$ cat src/rtl/mmio_pkg.sv
package mmio_pkg;
    localparam int OFF_LED  = 'h00;
    localparam int OFF_KEY  = 'h12;
    localparam int OFF_STAT = 'h13;
    localparam int OFF_TLO  = 'h40;
    localparam int OFF_THI  = 'h41;

    typedef enum logic [2:0] {
        SEL_NONE,
        SEL_LED,
        SEL_KEY,
        SEL_STAT,
        SEL_TLO,
        SEL_THI
    } reg_sel_e;
endpackage

$ cat src/rtl/mmio_decode.sv
module mmio_decode
    import mmio_pkg::*;
#(
    parameter int ADDR_W = 16,
    parameter int WIN_BITS = 7,
    parameter logic [ADDR_W-1:0] BASE = 16'hD000
) (
    input  logic [ADDR_W-1:0] addr,
    output logic              hit,
    output reg_sel_e          sel
);
    localparam int TAG_W = ADDR_W - WIN_BITS;

    logic [TAG_W-1:0]    tag;
    logic [WIN_BITS-1:0] off;

    assign tag = addr[ADDR_W-1:WIN_BITS];
    assign off = addr[WIN_BITS-1:0];

    always_comb begin
        hit = (tag == BASE[ADDR_W-1:WIN_BITS]);
        sel = SEL_NONE;
        if (hit) begin
            if (off == WIN_BITS'(OFF_LED))       sel = SEL_LED;
            else if (off == WIN_BITS'(OFF_KEY))  sel = SEL_KEY;
            else if (off == WIN_BITS'(OFF_STAT)) sel = SEL_STAT;
            else if (off == WIN_BITS'(OFF_TLO))  sel = SEL_TLO;
            else if (off == WIN_BITS'(OFF_THI))  sel = SEL_THI;
        end
    end
endmodule

$ cat src/rtl/mmio_keylatch.sv
module mmio_keylatch #(
    parameter int DATA_W = 8
) (
    input  logic              clk,
    input  logic              rst_n,
    input  logic              stb,
    input  logic [DATA_W-1:0] code,
    input  logic              clr_key,
    input  logic              clr_stat,
    output logic [DATA_W-1:0] key_q,
    output logic              pend_q,
    output logic              ovr_q
);
    typedef struct packed {
        logic [DATA_W-1:0] key;
        logic              pend;
        logic              ovr;
    } kl_state_t;

    kl_state_t st_d, st_q;

    always_comb begin
        st_d = st_q;
        if (clr_key)  st_d.pend = 1'b0;
        if (clr_stat) st_d.ovr  = 1'b0;
        if (stb) begin
            st_d.key  = code;
            st_d.pend = 1'b1;
            if (st_q.pend && !clr_key) st_d.ovr = 1'b1;
        end
    end

    always_ff @(posedge clk or negedge rst_n) begin
        if (!rst_n) st_q <= '0;
        else        st_q <= st_d;
    end

    assign key_q  = st_q.key;
    assign pend_q = st_q.pend;
    assign ovr_q  = st_q.ovr;

    assert_capture_R4: assert property (@(posedge clk) disable iff (!rst_n)
        stb |=> (key_q == $past(code)) && pend_q);

    assert_release_R5: assert property (@(posedge clk) disable iff (!rst_n)
        (clr_key && !stb) |=> !pend_q);

    assert_overrun_set_R6: assert property (@(posedge clk) disable iff (!rst_n)
        (stb && pend_q && !clr_key) |=> ovr_q);

    assert_race_no_overrun_R8: assert property (@(posedge clk) disable iff (!rst_n)
        (stb && clr_key && !ovr_q) |=> !ovr_q);

    assert_stat_clear_R7: assert property (@(posedge clk) disable iff (!rst_n)
        (clr_stat && !stb) |=> !ovr_q && (pend_q == $past(pend_q && !clr_key)));
endmodule

$ cat src/rtl/mmio_timer.sv
module mmio_timer #(
    parameter int TIMER_W = 16
) (
    input  logic               clk,
    input  logic               rst_n,
    output logic [TIMER_W-1:0] cnt_q
);
    logic [TIMER_W-1:0] cnt_d;

    always_comb cnt_d = cnt_q + TIMER_W'(1);

    always_ff @(posedge clk or negedge rst_n) begin
        if (!rst_n) cnt_q <= '0;
        else        cnt_q <= cnt_d;
    end

    assert_count_step_R9: assert property (@(posedge clk) disable iff (!rst_n)
        rst_n |=> cnt_q == $past(cnt_q) + TIMER_W'(1));
endmodule

$ cat src/rtl/mmio_periph.sv
module mmio_periph
    import mmio_pkg::*;
#(
    parameter int ADDR_W = 16,
    parameter int DATA_W = 8,
    parameter int WIN_BITS = 7,
    parameter logic [ADDR_W-1:0] BASE = 16'hD000,
    parameter int TIMER_W = 16
) (
    input  logic              clk,
    input  logic              rst_n,
    input  logic [ADDR_W-1:0] bus_addr,
    input  logic              bus_rw,
    input  logic [DATA_W-1:0] bus_wdata,
    output logic [DATA_W-1:0] bus_rdata,
    output logic              bus_rd_en,
    input  logic              key_stb,
    input  logic [DATA_W-1:0] key_code,
    output logic [DATA_W-1:0] led_out,
    output logic              irq_n
);
    logic               hit;
    reg_sel_e           sel;
    logic [DATA_W-1:0]  key_q;
    logic               pend_q, ovr_q;
    logic [TIMER_W-1:0] tmr_q;
    logic [TIMER_W-1:0] tmr_hi;
    logic               rd_cyc, led_wr;
    logic [DATA_W-1:0]  led_d, led_q;

    mmio_decode #(.ADDR_W(ADDR_W), .WIN_BITS(WIN_BITS), .BASE(BASE)) u_decode (
        .addr (bus_addr),
        .hit  (hit),
        .sel  (sel)
    );

    assign rd_cyc = hit && bus_rw;
    assign led_wr = hit && !bus_rw && (sel == SEL_LED);

    mmio_keylatch #(.DATA_W(DATA_W)) u_keylatch (
        .clk      (clk),
        .rst_n    (rst_n),
        .stb      (key_stb),
        .code     (key_code),
        .clr_key  (rd_cyc && (sel == SEL_KEY)),
        .clr_stat (rd_cyc && (sel == SEL_STAT)),
        .key_q    (key_q),
        .pend_q   (pend_q),
        .ovr_q    (ovr_q)
    );

    mmio_timer #(.TIMER_W(TIMER_W)) u_timer (
        .clk   (clk),
        .rst_n (rst_n),
        .cnt_q (tmr_q)
    );

    assign tmr_hi = tmr_q >> DATA_W;

    always_comb begin
        led_d = led_q;
        if (led_wr) led_d = bus_wdata;
    end

    always_ff @(posedge clk or negedge rst_n) begin
        if (!rst_n) led_q <= '0;
        else        led_q <= led_d;
    end

    always_comb begin
        bus_rdata = '0;
        if (rd_cyc) begin
            case (sel)
                SEL_LED:  bus_rdata = led_q;
                SEL_KEY:  bus_rdata = key_q;
                SEL_STAT: bus_rdata = DATA_W'({ovr_q, pend_q});
                SEL_TLO:  bus_rdata = tmr_q[DATA_W-1:0];
                SEL_THI:  bus_rdata = tmr_hi[DATA_W-1:0];
                default:  bus_rdata = '0;
            endcase
        end
    end

    assign bus_rd_en = rd_cyc;
    assign led_out   = led_q;
    assign irq_n     = !pend_q;

    assert_led_load_R2: assert property (@(posedge clk) disable iff (!rst_n)
        led_wr |=> led_out == $past(bus_wdata));

    assert_led_hold_R2: assert property (@(posedge clk) disable iff (!rst_n)
        !led_wr |=> $stable(led_out));

    assert_rd_en_only_read_R1: assert property (@(posedge clk) disable iff (!rst_n)
        !bus_rw |-> !bus_rd_en);

    assert_irq_on_event_R5: assert property (@(posedge clk) disable iff (!rst_n)
        key_stb |=> !irq_n);
endmodule

$ cat config.mk
export PLATFORM = sky130hd
export DESIGN_NAME = mmio_periph
export DESIGN_NICKNAME = d
export VERILOG_FILES = /design/src/rtl/mmio_pkg.sv /design/src/rtl/mmio_decode.sv /design/src/rtl/mmio_keylatch.sv /design/src/rtl/mmio_timer.sv /design/src/rtl/mmio_periph.sv
export SDC_FILE = /design/constraint.sdc
export NUM_CORES = 1
export LEC_CHECK = 0
export BUFFER_PORTS_ARGS = -buffer_cell sky130_fd_sc_hd__buf_2
export CORE_UTILIZATION = 40
export CTS_CLUSTER_SIZE = 16
export DETAILED_ROUTE_END_ITERATION = 6
export HOLD_SLACK_MARGIN = 0.08
export PLACE_DENSITY = 0.74
export SLEW_MARGIN = 15
export SYNTH_ARGS = -nofsm -noshare
export SYNTH_HDL_FRONTEND = slang
export SYNTH_SLANG_ARGS = --single-unit
$ cat constraint.sdc
create_clock -name clk -period 3.25 [get_ports clk]
set_input_delay 0.8125 -clock clk [delete_from_list [all_inputs] [get_ports clk]]
set_output_delay 0.8125 -clock clk [all_outputs]
set_load 0.1 [all_outputs]
== Yosys cells after proc, flatten, opt, wreduce, memory -nomap -nowiden ==
Cells that the tools add are included.
Word-level totals
  register bits: 34
  input port bits: 36
  output and inout bits: 18
  word-level logic and storage cells: 39
Operators by class
  add/subtract/negate cells: 1
  eq/ne operators: 10
  mux-type cells: 12
  reductions and logical operators: 11
Operators with widths (count)
  $pmux W8 S5: 1
  $mux W3: 6
  $add A16 B1 Y16 const B: 1
  $eq A7 B5 Y1 const B: 2
  $eq A7 B7 Y1 const B: 2
  $eq A9 B9 Y1 const B: 1
  $mux W8: 1
  $logic_not A7 Y1: 1
  $eq A3 B2 Y1 const B: 2
  $eq A3 B3 Y1 const B: 2
  $logic_and A1 B1 Y1: 6
  $eq A3 B1 Y1 const B: 1
  $logic_not A1 Y1: 3
  $mux W1: 3
  $mux W2: 1
  $reduce_bool A2 Y1: 1

== Logic depth before layout (Yosys ltp) ==
  depth after elaboration: 13
  depth in mapped cells: 6
  depth with buffers taken out: 4

== Modules after synthesis ==
A second synthesis with hierarchy kept.
Second synthesis, totals
  cell total of the unflattened synthesis: 178
  area, all modules: 1979.4 µm²
By module, submodules not included
  mmio_periph: instances 1, cells each 82, area each 754.5 µm², sequential area each 200.2 µm²
  mmio_timer: instances 1, cells each 57, area each 701.9 µm², sequential area each 400.4 µm²
  mmio_keylatch: instances 1, cells each 23, area each 407.9 µm², sequential area each 250.2 µm²
  mmio_decode: instances 1, cells each 16, area each 115.1 µm², sequential area each 0.0 µm²

== Worst setup path after synthesis ==
No wires, ideal clock.
  path type: input port to output port
  from: input bus_addr[9]
  to: output bus_rdata[4]
  arrival time: 4114 ps
  data required time: 2438 ps
  setup slack: -1677 ps
  cell stages on the path: 4
  path buffers: 0
  cells stage by stage: or4b_4 nor3_4 nand3_2 o31ai_1
Between the ends
  cells in the longest elaborated chain, start to end: 5
  elaborated cells between the ends (all ways): 10
  classes of those cells: eq/ne (6); mux (3); reduce/logical (1)
RTL lines
  start: declaration: RTL line mmio_periph.sv:12  | input logic [ADDR_W-1:0] bus_addr,
  $eq A9 B9 Y1 (*): RTL line mmio_decode.sv:21  | hit = (tag == BASE[ADDR_W-1:WIN_BITS]);
  $mux W3: RTL line mmio_decode.sv:23  | if (hit) begin
  $eq A3 B3 Y1 (tied with other cells): RTL line mmio_periph.sv:73  | case (sel)
  $pmux W8 S5: RTL line mmio_periph.sv:73
  $mux W8 (*): RTL line mmio_periph.sv:72  | if (rd_cyc) begin
  end: declaration: RTL line mmio_periph.sv:15  | output logic [DATA_W-1:0] bus_rdata,
Mark *: on every way between the ends. The rest lies on a longest branch, timed or not.

== Worst setup path in the final report ==
  from: input bus_addr[13]
  to: output bus_rdata[4]
Same word-level chain as after synthesis.

==> impl_metrics.yaml <==
synth:
  synth_cells: 184
  async_flop_share: 1.000
  ys.flop_type: "dfrtp_1"
  yosysTopAreaCell: "dfrtp_1"
  syn_area_mm2: 0.001948
  synth.area.top_cells: "dfrtp_1 44%, mux2_2 9.2%, xnor2_1 4.9%, nand4_1 2.9%, nand2_1 2.7%"
  syn_avg_cell_area_um2: 10.59
  ys_seq_area_frac: 0.4367
  synth.most_common_cell: "dfrtp_1"
  syn_nets: 221
  synth.cells.most_frequent: "34 x dfrtp_1, 16 x mux2_2, 14 x nand2_1"
  synth_edf_count: 0
  yosysWarnings: 0
  synth_cell_types: 48
  synth_top_area_frac: 0.4367
  ys_ff_latch: 34
clock_network:
  cts_tree: "built"
  clkSlewWorstSetupHoldPaths_ns: 0.07
  insertion_delay_ns: 0.28
  cts.sinks: 34
  htree_levels: 2
  clockBufferDepth: 2
  cts_buffers: 5
  root_buffer: "clkbuf_8"
  cts_hold_buf: 0
critical_path:
  r2r_slack_ns: 1.79
  required_ns: 2.44
  endpoint_kind: "primary output"
  startpoint: "bus_addr[13]"
  reg2reg_depth: 4
  worstSetupStartpointType: "primary input"
  critPathMaxFanout: 6
  crit_type: "in2out"
  crit_end: "bus_rdata[4]"
  rr_startpoint: "u_timer.cnt_q[2]"
  reg2reg_to: "u_timer.cnt_q[15]"
  arrival_ns: 2.49
timing:
  tightest_slew_ns: 0.7717
  setup_violations: 6
  finalCritPeriodShare: 1.016
  finalClockSkew_ns: 0.002506
  finalMaxSlewViolations: 0
  rsz0062_at_grt: "true"
  hold_viol_final: 0
  fmax_mhz: 302.8
  slew_headroom: 0.4855
  fin_crit_ns: 3.302
  finalWorstSetupSlack_ns: -0.05225
cells_and_area:
  layout-drive-gt1-share: 0.4706
  syn2layout_area_growth_pct: 44.51
  fillCellCount: 393
  num_antenna_cells: 0
  fin_nets: 291
  stdcell_area_mm2: 0.002815
global_route:
  grt_pass1_vias: 1633
  grt_start_max_net_pins: 35
  antenna_found_initial: 0
  grt_remaining_overflow: 0
  grt_pass1_wl_um: 7914
  grt_use_total: 0.2018
floorplanning:
  die_w_um: 71.79
  fp.dieArea_mm2: 0.005153
  core_mm2: 0.004692
  num_rows: 25
  start_util: 0.4152
  io-pin-count: 54
  fp.dieH_um: 71.79
min_path:
  whs_path_depth: 1
  hp-class: "reg2reg"
placement:
  gp_congestion: 0.8226
  placed_cell_area_mm2: 0.002633
  place_ws_ns: -0.1191
  place_hpwl_um: 3561
  numPortBuffers: 53
drt:
  postRouteAntennaNets: 0
  via_count: 1731
  first_iter_violations: 121
  vias_per_cell: 5.602
  route.detailed.drc: 0
  wl_per_cell_um: 15.28
  first_pass_iters: 4
  wirelength_um: 4723
power_and_ir_drop:
  power.total_uw: 863.9
  powerDensity_mw_per_mm2: 306.9
  peakVddDrop_v: 0.0001780
  p_leak_uw: 0.001201
job:
  maxCapViolCount: 0
outcome:
  status: "complete, but fails checks"
  violations: "negative setup slack"
-- sequential cells by signal, summed over array words and instances (netlist names) --
signal	count
led_out	8
u_keylatch.pend_q	1
u_keylatch.key_q	8
u_timer.cnt_q	16
u_keylatch.ovr_q	1
-- timing repair --
action                     4_1_cts  5_1_grt
setup endpoints to repair        8        8
pin swaps                        7        5
setup buffers                    3        1
resized for setup                2        9
-- power breakdown --
part           switching (uW)  total, uW  internal (uW)  leakage [uW]
Combinational            50.3       99.9           49.5      0.000721
Sequential               4.95        438            433      0.000432
Clock                     155        326            171     0.0000482
Total                     210        864            653       0.00120
-- routing by layer --
layer | wire [um] | vias up | track usage
met5 | 0 | - | 0
met4 | 84 | 0 | 0.06754
met3 | 262 | 10 | 0.04501
met2 | 2264 | 59 | 0.3208
met1 | 2111 | 825 | 0.2737
li1 | - | 837 | -
-- how the worst min path moves through the flow --
| stage | startpoint | endpoint | slack [ns] |
|---|---|---|---|
| 2_1_floorplan | u_timer.cnt_q[15] | u_timer.cnt_q[15] | 0.45 |
| 3_3_place_gp | u_timer.cnt_q[15] | u_timer.cnt_q[15] | 0.47 |
| 3_5_place_dp | u_timer.cnt_q[15] | u_timer.cnt_q[15] | 0.47 |
| 4_1_cts | u_timer.cnt_q[15] | u_timer.cnt_q[15] | 0.48 |
| 5_1_grt | u_keylatch.ovr_q | u_keylatch.ovr_q | 0.51 |
| 6_report | u_timer.cnt_q[15] | u_timer.cnt_q[15] | 0.48 |
-- stage by stage --
step / hold WS (ns) / util / TNS (ns) / instances
3_5_place_dp: 0.4669 / 0.5611 / -0.6900 / 297
2_1_floorplan: 0.4452 / - / -1.534 / 184
6_report: 0.4780 / 0.6000 / -0.1827 / 309
3_3_place_gp: 0.4707 / 0.5611 / -0.5266 / 297
4_1_cts: 0.4803 / 0.5904 / -0.2890 / 308
5_1_grt: 0.5067 / 0.6000 / -0.5734 / 309
-- cell families (layout without fill, tap and decap cells) --
logic type      Yosys count  count (layout)  share of synthesized area
simple gates             75              75                     0.2601
flops                    34              34                     0.4367
compound gates           29              29                     0.1073
mux                      16              16                    0.09248
xor+xnor                 15              15                    0.06743
buf+inv                  14              85                    0.02955
fa+ha+maj                 1               1                   0.006422
-- worst max-delay path: stages --
cell     delay (ns)
buf_6          0.09
or4b_4         0.58
nor3_4         0.26
nand3_4        0.12
buf_12         0.16
o31ai_4        0.25
buf_12         0.21
-- area by class of cell --
cell class                      instances  area, um2  area share
Tap cell                               54      67.56     0.02400
Clock inverter                          1      5.005    0.001778
Timing Repair Buffer                   72      594.3      0.2111
Inverter                                5      18.77    0.006667
Sequential cell                        34      850.8      0.3022
Clock buffer                            7      86.33     0.03067
Multi-Input combinational cell        136       1192      0.4236
-- cell usage in the layout, fill, tap and decap left out, types with 5 or more instances in the layout --
master | Yosys | routed
clkbuf_8 | 0 | 6
xnor2_1 | 11 | 11
buf_4 | 1 | 15
inv_1 | 5 | 5
nand4_1 | 9 | 9
a31oi_4 | 0 | 5
mux2_2 | 16 | 16
buf_6 | 0 | 5
nand2_1 | 14 | 13
nand3_1 | 9 | 7
nor2_1 | 6 | 6
buf_12 | 0 | 11
buf_2 | 1 | 41
dfrtp_1 | 34 | 34
Note: power is estimated with default switching activity, not from simulation.
